==> config.mk <==
export PLATFORM = sky130hd
export DESIGN_NAME = pc_sequencer
export DESIGN_NICKNAME = d
export VERILOG_FILES = /design/src/rtl/pcseq_pkg.sv /design/src/rtl/pc_target_calc.sv /design/src/rtl/pc_next_mux.sv /design/src/rtl/pc_state_reg.sv /design/src/rtl/pc_sequencer.sv
export SDC_FILE = /design/constraint.sdc
export NUM_CORES = 1
export LEC_CHECK = 0
export BUFFER_PORTS_ARGS = -buffer_cell sky130_fd_sc_hd__buf_2
export CAP_MARGIN = 20
export CORE_AREA = 2 2 102 104
export CTS_BUF_LIST = sky130_fd_sc_hd__clkbuf_8
export CTS_CLUSTER_SIZE = 25
export DETAILED_ROUTE_END_ITERATION = 16
export DIE_AREA = 0 0 104 106
export PLACE_DENSITY = 0.75
export RECOVER_POWER = 100
export SYNTH_ARGS = -nofsm -noshare
export SYNTH_HDL_FRONTEND = slang
export SYNTH_SLANG_ARGS = --single-unit
==> constraint.sdc <==
create_clock -name clk -period 4.7 [get_ports clk]
set_input_delay 0.47 -clock clk [delete_from_list [all_inputs] [get_ports clk]]
set_output_delay 0.47 -clock clk [all_outputs]
set_load 0.05 [all_outputs]
==> src/rtl/pcseq_pkg.sv <==
// Package: shared select encoding for the next-address logic.
// Assumes the decoder produces exactly these 2-bit codes.
package pcseq_pkg;

    typedef enum logic [1:0] {
        SEL_STEP   = 2'd0,
        SEL_REL    = 2'd1,
        SEL_REGION = 2'd2,
        SEL_REGVAL = 2'd3
    } next_src_e;

endpackage

==> src/rtl/pc_target_calc.sv <==
// Module: pc_target_calc
// Computes the candidate next addresses and the return address from the
// current counter and instruction. Purely combinational.
// Assumes word alignment is 2**ALIGN_SH bytes and that the immediates sit
// in the low bits of the instruction.
module pc_target_calc #(
    parameter int ADDR_W    = 32,
    parameter int INSTR_W   = 32,
    parameter int BR_IMM_W  = 16,
    parameter int JMP_IMM_W = 26,
    parameter int ALIGN_SH  = 2
) (
    input  logic [ADDR_W-1:0]  pc_cur,
    input  logic [INSTR_W-1:0] instr,
    output logic [ADDR_W-1:0]  step_tgt,
    output logic [ADDR_W-1:0]  rel_tgt,
    output logic [ADDR_W-1:0]  region_tgt,
    output logic [ADDR_W-1:0]  link_tgt
);
    localparam int REGION_W = ADDR_W - JMP_IMM_W - ALIGN_SH;
    localparam int EXT_W    = ADDR_W - BR_IMM_W - ALIGN_SH;
    localparam logic [ADDR_W-1:0] STEP  = ADDR_W'(1 << ALIGN_SH);
    localparam logic [ADDR_W-1:0] STEP2 = ADDR_W'(2 << ALIGN_SH);

    logic [BR_IMM_W-1:0]  br_imm;
    logic [JMP_IMM_W-1:0] jmp_imm;
    logic [ADDR_W-1:0]    rel_off;
    logic                 unused_opcode_bits;

    assign br_imm             = instr[BR_IMM_W-1:0];
    assign jmp_imm            = instr[JMP_IMM_W-1:0];
    assign unused_opcode_bits = ^instr[INSTR_W-1:JMP_IMM_W];

    // Sequential and return addresses.
    always_comb begin
        step_tgt = pc_cur + STEP;
        link_tgt = pc_cur + STEP2;
    end

    // Relative target: sign-extend, scale to words, add to the step address.
    always_comb begin
        rel_off = {{EXT_W{br_imm[BR_IMM_W-1]}}, br_imm, {ALIGN_SH{1'b0}}};
        rel_tgt = step_tgt + rel_off;
    end

    // Region target: keep the region bits of the step address if any exist.
    generate
        if (REGION_W > 0) begin : g_region
            assign region_tgt = {step_tgt[ADDR_W-1 -: REGION_W], jmp_imm, {ALIGN_SH{1'b0}}};
        end else begin : g_flat
            assign region_tgt = ADDR_W'({jmp_imm, {ALIGN_SH{1'b0}}});
        end
    endgenerate

endmodule

==> src/rtl/pc_next_mux.sv <==
// Module: pc_next_mux
// Picks the next counter value from the four candidates.
// Assumes the select is always a defined code.
module pc_next_mux
    import pcseq_pkg::*;
#(
    parameter int ADDR_W = 32
) (
    input  next_src_e         sel,
    input  logic [ADDR_W-1:0] step_tgt,
    input  logic [ADDR_W-1:0] rel_tgt,
    input  logic [ADDR_W-1:0] region_tgt,
    input  logic [ADDR_W-1:0] reg_tgt,
    output logic [ADDR_W-1:0] nxt
);
    // Four-way select of the next address.
    always_comb begin
        unique case (sel)
            SEL_STEP:   nxt = step_tgt;
            SEL_REL:    nxt = rel_tgt;
            SEL_REGION: nxt = region_tgt;
            SEL_REGVAL: nxt = reg_tgt;
            default:    nxt = step_tgt;
        endcase
    end

endmodule

==> src/rtl/pc_state_reg.sv <==
// Module: pc_state_reg
// Holds the program counter and applies the synchronous active-low reset.
// Assumes rst_n is synchronous to clk.
module pc_state_reg #(
    parameter int                ADDR_W    = 32,
    parameter logic [ADDR_W-1:0] RESET_VEC = 32'hBFC0_0000
) (
    input  logic              clk,
    input  logic              rst_n,
    input  logic [ADDR_W-1:0] d,
    output logic [ADDR_W-1:0] q
);
    // Load the reset vector or the chosen next address.
    always_ff @(posedge clk) begin
        if (!rst_n) q <= RESET_VEC;
        else        q <= d;
    end

endmodule

==> src/rtl/pc_sequencer.sv <==
// Module: pc_sequencer (top)
// Program counter with four next-address sources and a return address output.
// Assumes the decoder has already resolved branch conditions into nxt_sel.
module pc_sequencer
    import pcseq_pkg::*;
#(
    parameter int                ADDR_W    = 32,
    parameter int                INSTR_W   = 32,
    parameter int                BR_IMM_W  = 16,
    parameter int                JMP_IMM_W = 26,
    parameter int                ALIGN_SH  = 2,
    parameter logic [ADDR_W-1:0] RESET_VEC = 32'hBFC0_0000
) (
    input  logic               clk,
    input  logic               rst_n,
    input  logic [1:0]         nxt_sel,
    input  logic [INSTR_W-1:0] instr_word,
    input  logic [ADDR_W-1:0]  reg_operand,
    output logic [ADDR_W-1:0]  pc_q,
    output logic [ADDR_W-1:0]  next_pc,
    output logic [ADDR_W-1:0]  link_addr
);
    logic [ADDR_W-1:0] step_tgt;
    logic [ADDR_W-1:0] rel_tgt;
    logic [ADDR_W-1:0] region_tgt;
    next_src_e         sel_e;

    assign sel_e = next_src_e'(nxt_sel);

    pc_target_calc #(
        .ADDR_W(ADDR_W), .INSTR_W(INSTR_W), .BR_IMM_W(BR_IMM_W),
        .JMP_IMM_W(JMP_IMM_W), .ALIGN_SH(ALIGN_SH)
    ) u_calc (
        .pc_cur    (pc_q),
        .instr     (instr_word),
        .step_tgt  (step_tgt),
        .rel_tgt   (rel_tgt),
        .region_tgt(region_tgt),
        .link_tgt  (link_addr)
    );

    pc_next_mux #(.ADDR_W(ADDR_W)) u_mux (
        .sel       (sel_e),
        .step_tgt  (step_tgt),
        .rel_tgt   (rel_tgt),
        .region_tgt(region_tgt),
        .reg_tgt   (reg_operand),
        .nxt       (next_pc)
    );

    pc_state_reg #(.ADDR_W(ADDR_W), .RESET_VEC(RESET_VEC)) u_reg (
        .clk  (clk),
        .rst_n(rst_n),
        .d    (next_pc),
        .q    (pc_q)
    );

endmodule

==> metrics.txt, run 1 <==
status=finished clean; Worst Reg-to-Reg Cells=13; Post-Syn Instances=approximately 580; cts hold-fix bufs=0; crit-path cells=ha_1, nand4_2, nor3_2, buf_4, nand2_1, xnor2_1, ha_1, nand2_1, o21ai_0, nand3_1, a211oi_4, o21ai_0, a311oi_2, nor2_1, buf_2; Remaining DRCs=0; area leader, netlist=dfxtp_1; # nets final=~830; Worst EP required=4.23 ns; Async S/R FF share, synth=0%; HPWL Detailed=roughly 13 mm; Antenna Cells=0; vias in the first global route=around 4700; register area share after synthesis=14.0%; critical path fanouts, max=6; starting DRC count in detailed routing=439; DR pass1 iterations=7; reg-to-reg startpoint=u_reg.q[4]; die width=about 100 um; clk_skew=roughly 0.0088 ns; FP Rows=37; most instantiated library cell after synthesis=nand2_1; Net Count, Synth=just under 700; area delta synth->final=25.1%; largest net degree at the start of global routing=35; # clock sinks=32; Reg2Reg Capture Point=u_reg.q[31]; DP Area=between 5000 and 6000 um2; dominant synthesized flop cell=dfxtp_1; routed vias=between 5000 and 6000; post-synthesis cell area=between 4000 and 5000 um2; GPL Wtd Cong=1.01; Cell variety after synth=66; H-tree levels=2; DIE AREA=approximately 11000 um2; Reg clk slew, reported paths=about 0.070 ns; Largest stage delay, worst path=approximately 0.40 ns; Antenna Violating Nets Remaining=0; Filler Cells Inserted=~940; Slowest cell on crit path=a211oi_4; PwrDens=around 310 nW/um2; port bufs=157; Leak=between 2 and 2.5 nW; Crit Path Category=flop to primary output; FF+latch area=around 650 um2; clk buf depth=2; hold_sp=instr_word[20]; CP endpoint kind=primary output; Tcrit/Tclk final=96.1%; Top delay family on crit path=compound AO/OA/AOI/OAI gates; Most flops, register=u_reg.q; clock latency on the worst-skew pair=approximately 0.28 ns; fin crit period=about 4.5 ns; final setup vio count=0; Congestion Overflow GR=0; final instance area=between 5000 and 6000 um2; Worst-Margin Slew=0.965 ns; final WL=between 15 and 20 mm; synth cell count leaders=58 x nand2_1, 49 x xnor2_1, 38 x nor2_1, 35 x ha_1, 32 x dfxtp_1; root buffer cell=clkbuf_8; Seq cells post-synth=32; share of cells above drive strength 1=28.5%; buffer and inverter count on the worst path=2; Hold Fails Final Rpt=0; antenna violations before repair=0; synthesized area per cell=approximately 7.9 um2; Non-Filler Instances=865; Initial Util=45.6%; Hold Path Class=primary input to flop; total power after layout=around 1.8 mW; Min-Delay Endpoint=u_reg.q[22]; Top Ports=164; dpl cells=around 850; Crit path arrival time=between 4 and 5 ns; vias per cell=5.90; DR WL/cell=around 19 um; Core Region=between 9000 and 10000 um2; Ys Warns=0; area share of the largest cell type after synthesis=~14%; CTS tree=yes; biggest regs=u_reg.q (32); worst hold path stage count=3; Post-synth EDFFs=0; Max IR drop VDD=between 0.0001 and 0.00015 V; Final Util=between 50% and 60%; Worst slew margin=35.6%; top cells by area, synth=dfxtp_1 14%, ha_1 9.6%, xnor2_1 9.4%; register-to-register setup slack=1.00 ns; Worst setup SP type=flop; Final Max Tran Viols=0; Chip Height=~110 um; Tot GR Track Use=27.9%; setup TNS=0 ns; FMAX=around 220 MHz; cts bufs inserted=5; Max Cap Viol=0; first-pass GRT wire length=24.6 mm; max reg flops=32; WP depth=15; area occupied by multi-input gates=3830 um2
worst reg2reg max path: stages (launching register included):
cell	delay, ns
dfxtp_2	0.38
ha_1	0.19
nand4_2	0.19
nor3_2	0.27
and3_2	0.28
nand4_1	0.17
xnor2_2	0.30
ha_2	0.39
or3_1	0.35
o21ai_0	0.07
a21oi_1	0.08
or3_1	0.37
a211o_1	0.31
a31o_2	0.24
per-layer routing:
metal / up-vias / routed length (um) / track usage (%)
met5: - / 0 / 0
met3: 32 / 1460 / 3.92
met1: 2381 / 7030 / 39.5
met4: 0 / 433 / 8.78
li1: 2435 / - / -
met2: 258 / 7240 / 43.8
metrics by stage:
stage / hold slack (ns) / setup WS, ns
final: 0.515 / 0.183
after global routing: 0.561 / -0.0229
after CTS: 0.508 / 0.0258
after detailed placement: 0.614 / 0.245
after global placement: 0.589 / 0.300
after floorplan: 0.544 / 0.0527
cells in the final DEF (no fill, tap or decap), drive strengths merged, types with 11 or more instances in the layout:
master  Yosys  layout
a211oi     12      12
a21o       11      11
a21oi      30      30
and2       25      25
buf        16     126
clkbuf     18      53
dfxtp      32      32
ha         35      35
inv        21      22
mux4       17      17
nand2      59      59
nand3      31      31
nand4      21      21
nor2       38      38
o21ai      24      24
xnor2      49      49
xor2       20      20
logic make-up after synthesis:
kind of cell    share of synthesized area (%)
flops                                    14.0
buf+inv                                  5.21
fa+ha+maj                                10.0
xor+xnor                                 13.2
compound gates                           20.8
simple gates                             25.3
mux                                      11.3
how the worst max path moves through the flow:
stage,from,endpoint
detailed placement,u_reg.q[3],next_pc[31]
CTS,u_reg.q[6],next_pc[31]
global placement,u_reg.q[4],next_pc[31]
finish,u_reg.q[4],next_pc[22]
floorplan,u_reg.q[4],next_pc[30]
global route,u_reg.q[4],next_pc[31]
power breakdown:
| group | leakage, nW | switching (mW) | internal [mW] | total (mW) |
|---|---|---|---|---|
| logic | 2.10 | 0.805 | 0.360 | 1.17 |
| clock network | 0.0593 | 0.0972 | 0.155 | 0.252 |
| registers | 0.269 | 0.0529 | 0.304 | 0.357 |
| total | 2.42 | 0.956 | 0.819 | 1.77 |
final cells by class:
class | instances | share of cell area [%]
Clock buffer | 5 | 1.21
Tap cell | 136 | 2.98
Inverter | 22 | 1.45
Sequential cell | 32 | 11.5
Multi-Input combinational cell | 493 | 67.2
Timing Repair Buffer | 174 | 15.0
Clock inverter | 3 | 0.680
timing repair:
item                                    4_1_cts  5_1_grt
buffers inserted                              0        3
endpoints found under the setup margin        2       11
cloned                                        0        0
pin swaps                                     2        5
resized for setup                             1       40
(Power assumes the default switching activity.)
==> run 2: changes to the inputs <==
==> constraint.sdc (replaced) <==
create_clock -name clk -period 4.7 [get_ports clk]
set_input_delay 0.94 -clock clk [delete_from_list [all_inputs] [get_ports clk]]
set_output_delay 0.94 -clock clk [all_outputs]
set_load 0.05 [all_outputs]
==> metrics.txt, run 2 (synthesis gave the netlist of run 1 again) <==
starting DRC count in detailed routing=approximately 540; Worst EP required=approximately 3.8 ns; Initial Util=between 40 and 50%; CP endpoint kind=primary output; largest net degree at the start of global routing=28; vias in the first global route=between 4000 and 5000; share of cells above drive strength 1=37.5%; max reg flops=32; Final Util=between 60% and 70%; Worst slew margin=33.0%; Final Max Tran Viols=0; port bufs=~160; Top Ports=roughly 160; met1 Track Usage GR=41.2%; Slowest cell on crit path=xnor2_1; Most flops, register=u_reg.q; die width=104 um; critical path fanouts, max=6; final instance area=about 6600 um2; Antenna Violating Nets Remaining=0; status=finished with violations; DIE AREA=roughly 11000 um2; crit-path cells=ha_4, buf_4, buf_6, nand4_1, xnor2_1, ha_4, a21o_1, a211o_1, o211ai_4, a211oi_4, or3_1, a311oi_2, nor2_2, buf_6; Crit Path Category=flop to primary output; setup TNS=-0.241 ns; area delta synth->final=44.2%; Non-Filler Instances=between 900 and 1000; Hold Fails Final Rpt=0; Worst setup SP type=flop; CTS tree=yes; final WL=17.2 mm; Max IR drop VDD=0.000155 V; biggest regs=u_reg.q (32); most common cell after layout, fill and taps aside=buf_2; root buffer cell=clkbuf_8; PwrDens=just under 300 nW/um2; cts bufs inserted=5; failing checks=setup timing; FP Rows=37; # clock sinks=32; post-place setup slack=0.0308 ns; DR pass1 iterations=5; fin crit period=~4.8 ns; # nets final=approximately 890; first-pass GRT wire length=~26 mm; Hold Path Class=flop to flop; GPL Wtd Cong=between 1 and 1.5; Chip Height=between 100 and 150 um; commonest non-fill, non-tap cells in the layout=83 x buf_2, 79 x buf_4, 62 x clkbuf_1; Crit path arrival time=3.85 ns; busiest grt layer=met2; M2 GR Usage=45.7%; final setup vio count=5; Max Cap Viol=0; Core Region=about 10000 um2; Congestion Overflow GR=0; clk buf depth=2; HPWL Detailed=between 10 and 15 mm; met3 Track Usage GR=3.31%; Tot GR Track Use=between 20% and 30%; DP Area=between 5000 and 6000 um2; dpl cells=roughly 900; Tcrit/Tclk final=102%; DR WL/cell=18.6 um; H-tree levels=2; Leak=~2.8 nW; antenna violations before repair=0; clk_skew=a little under 0.005 ns; Reg clk slew, reported paths=approximately 0.060 ns; Filler Cells Inserted=around 850; FMAX=roughly 210 MHz; clock latency on the worst-skew pair=approximately 0.28 ns; Largest stage delay, worst path=around 0.48 ns; Worst-Margin Slew=around 1.0 ns; vias per cell=between 5 and 6; Setup WS post-layout=-0.0863 ns; routed vias=5490; Remaining DRCs=0; Antenna Cells=0; RSZ-0062 raised after global routing=yes
==> run 2: cell type report <==
| type | instances | area [um2] | share of cell area, % |
|---|---|---|---|
| Tap cell | 136 | 170 | 2.59 |
| Timing Repair Buffer | 235 | 1360 | 20.7 |
| Clock inverter | 2 | 7.51 | 0.114 |
| Clock buffer | 6 | 82.6 | 1.26 |
| Sequential cell | 32 | 671 | 10.2 |
| Multi-Input combinational cell | 493 | 4200 | 63.9 |
| Inverter | 22 | 82.6 | 1.26 |
==> run 2: final timing paths <==
| check | cells past startpoint | start | end | slack [ns] |
|---|---|---|---|---|
| max reg2reg | 15 | u_reg.q[3] | u_reg.q[31] | 1.12 |
| min reg2reg | 2 | u_reg.q[0] | u_reg.q[0] | 0.63 |
| max | 14 | u_reg.q[3] | next_pc[22] | -0.09 |
| min | 2 | u_reg.q[0] | u_reg.q[0] | 0.63 |
==> run 2: power by group <==
group          switching, mW  total [mW]  internal [mW]
Clock                 0.0934       0.208          0.115
Sequential            0.0475       0.353          0.305
Combinational          0.871        1.34          0.465
==> run 2: through the flow <==
step                      hold slack (ns)  power (mW)
after CTS                           0.626        1.81
after floorplan                     0.962        1.23
final                               0.633        1.90
after global placement              0.583        1.53
after global routing                0.663        1.98
after detailed placement            0.610        1.55
==> run 2: timing repair <==
item	CTS	global route
hold buffers	0	0
gates resized for setup	54	70
pin swaps	17	25
buffers inserted	6	14
setup endpoints to repair	13	19
hold endpoints to repair	0	0
==> run 2: per-layer routing <==
| layer | up-vias | part of all wire [%] |
|---|---|---|
| met3 | 32 | 7.7 |
| met2 | 295 | 46 |
| met1 | 2617 | 44 |
| li1 | 2546 | - |
| met4 | 0 | 2.0 |
| met5 | - | 0 |
==> run 2: worst max-delay path: cells and delay by family, from the launching register on <==
family	cells	cell delay [ns]
simple gates	3	0.57
xor+xnor	1	0.48
buf+inv	3	0.37
compound gates	5	1.30
flops	1	0.38
fa+ha+maj	2	0.45
==> run 3: changes to the inputs <==
ABC_AREA = 1   (was default)
CORE_AREA = 2 2 107 109   (was 2 2 102 104)
DIE_AREA = 0 0 109 111   (was 0 0 104 106)
PLACE_DENSITY = 0.73   (was 0.75)
==> metrics.txt, run 3 <==
Non-Filler Instances=1210; DR pass1 iterations=6; commonest non-fill, non-tap cells in the layout=296 x nand2_1, 144 x inv_1, 93 x buf_2; post-synthesis cell area=around 5000 um2; area leader, netlist=nand2_1; Async S/R FF share, synth=0%; FMAX=between 200 and 250 MHz; Remaining DRCs=0; final setup vio count=0; HPWL Detailed=about 16 mm; largest net degree at the start of global routing=25; top cells by area, synth=nand2_1 22%, dfxtp_1 13%, inv_1 11%; Most flops, register=u_reg.q; Max Cap Viol=0; Hold Path Class=flop to flop; Antenna Cells=0; CP endpoint kind=primary output; Cell variety after synth=35; final instance area=approximately 6300 um2; # clock sinks=32; CTS tree=yes; setup TNS=0 ns; Chip Height=about 110 um; dominant synthesized flop cell=dfxtp_1; most common cell after layout, fill and taps aside=nand2_1; Tcrit/Tclk final=96.5%; # nets final=between 1000 and 1500; FP Rows=39; area share of the largest cell type after synthesis=roughly 22%; Initial Util=45.3%; vias in the first global route=between 5000 and 6000; Final Util=between 50% and 60%; clk_skew=0.0135 ns; clk buf depth=2; area delta synth->final=25.6%; synth cell count leaders=296 x nand2_1, 143 x inv_1, 86 x nand3_1, 81 x nor2_1, 39 x xor2_1; Congestion Overflow GR=0; register-to-register setup slack=about 1.5 ns; root buffer cell=clkbuf_8; synthesized area per cell=around 5.6 um2; most instantiated library cell after synthesis=nand2_1; post-place setup slack=roughly 0.24 ns; total power after layout=roughly 1.6 mW; Hold Fails Final Rpt=0; DP Area=6040 um2; critical path fanouts, max=6; Core Region=roughly 11000 um2; antenna violations before repair=0; register area share after synthesis=roughly 13%; Worst slew margin=33.2%; fin crit period=4.54 ns; Worst setup SP type=flop; cts hold-fix bufs=0; Crit path arrival time=approximately 3.6 ns; Top Ports=164; Ys Warns=0; H-tree levels=2; status=finished clean; hold_ws=~0.52 ns; Seq cells post-synth=32; Worst-Margin Slew=between 0.9 and 1 ns; max reg flops=32; Antenna Violating Nets Remaining=0; starting DRC count in detailed routing=roughly 530; Max IR drop VDD=between 0.0001 and 0.00015 V; Post-synth EDFFs=0; PwrDens=about 250 nW/um2; routed vias=approximately 6400; Crit Path Category=flop to primary output; Leak=3.29 nW; Tot GR Track Use=a little under a third; Filler Cells Inserted=1209; Post-Syn Instances=900; die width=109 um; DR WL/cell=between 15 and 20 um; Reg clk slew, reported paths=~0.070 ns; DIE AREA=approximately 12000 um2; Final Max Tran Viols=0; final WL=19.0 mm; first-pass GRT wire length=28.4 mm; port bufs=157; cts bufs inserted=5; GPL Wtd Cong=approximately 0.99; Setup WS post-layout=0.163 ns; share of cells above drive strength 1=~17%; vias per cell=between 5 and 6; biggest regs=u_reg.q (32); clock latency on the worst-skew pair=0.29 ns; Worst EP required=~3.8 ns; Net Count, Synth=1004; dpl cells=1200
[run 3: cell types whose count changed after synthesis, moves of 14 or more]
cell / before / now
inv_1: 21 / 143
mux4_2: 17 / 0
nor2_1: 38 / 81
a22o_1: 0 / 19
nand2_1: 58 / 296
xnor2_1: 49 / 9
xor2_1: 20 / 39
and2_1: 25 / 11
nand3_1: 31 / 86
[run 3: kinds of logic after synthesis]
family          after synthesis  share of synthesized area (%)
xor+xnor                     48                           8.39
compound gates               93                           12.0
simple gates                530                           45.2
fa+ha+maj                    36                           9.14
flops                        32                           12.8
buf+inv                     161                           12.5
[run 3: path summary, 6_finish.rpt]
path / start / end / cells past startpoint
setup / recovery: u_reg.q[7] / next_pc[21] / 21
hold / removal: u_reg.q[0] / u_reg.q[0] / 2
setup reg to reg: u_reg.q[7] / u_reg.q[29] / 20
hold reg to reg: u_reg.q[0] / u_reg.q[0] / 2
[run 3: final cells by class]
| cell class | count | area, um2 | area share, % |
|---|---|---|---|
| flip-flops and latches | 32 | 648 | 10.3 |
| well taps | 143 | 179 | 2.84 |
| repair buffers | 177 | 871 | 13.8 |
| inverters | 144 | 541 | 8.58 |
| clock buffers | 5 | 68.8 | 1.09 |
| multi-input cells | 707 | 3980 | 63.2 |
| clock inverters | 2 | 8.76 | 0.139 |
[run 3: report_power, final]
part | internal [mW] | leakage (nW) | switching [mW] | total [mW]
clock | 0.0983 | 0.0452 | 0.100 | 0.199
combinational | 0.276 | 2.98 | 0.750 | 1.03
sequential | 0.298 | 0.268 | 0.0361 | 0.335
[run 3: timing repair]
| item | 4_1_cts | 5_1_grt |
|---|---|---|
| pin swaps | 0 | 3 |
| setup endpoints to repair | 4 | 21 |
| endpoints found under the hold margin | 0 | 0 |
| gates resized for setup | 5 | 50 |
| buffers inserted | 0 | 3 |
[run 3: metal layers]
| metal | track usage, % | part of all wire (%) | vias up |
|---|---|---|---|
| met3 | 2.18 | 7.3 | 47 |
| met5 | 0 | 0 | - |
| met4 | 11.5 | 3.4 | 0 |
| li1 | - | - | 3218 |
| met1 | 42.7 | 45 | 2872 |
| met2 | 48.2 | 45 | 300 |
[run 3: critical path, cell delays in order, from the launching register on]
cell and delay (ns):
dfxtp_2 0.40, nand2_1 0.20, nor2_4 0.16, nand2_1 0.13, nor2_2 0.12, nand2_1 0.08
nor2_2 0.13, nand2_1 0.09, xor2_1 0.21, inv_1 0.13, ha_1 0.31, nand2_1 0.10
nor2_2 0.17, inv_1 0.08, nor2_2 0.16, nand4_1 0.16, nand4_1 0.13, nand3_1 0.13
nand2_1 0.09, nand2_1 0.07, inv_1 0.06, buf_4 0.19
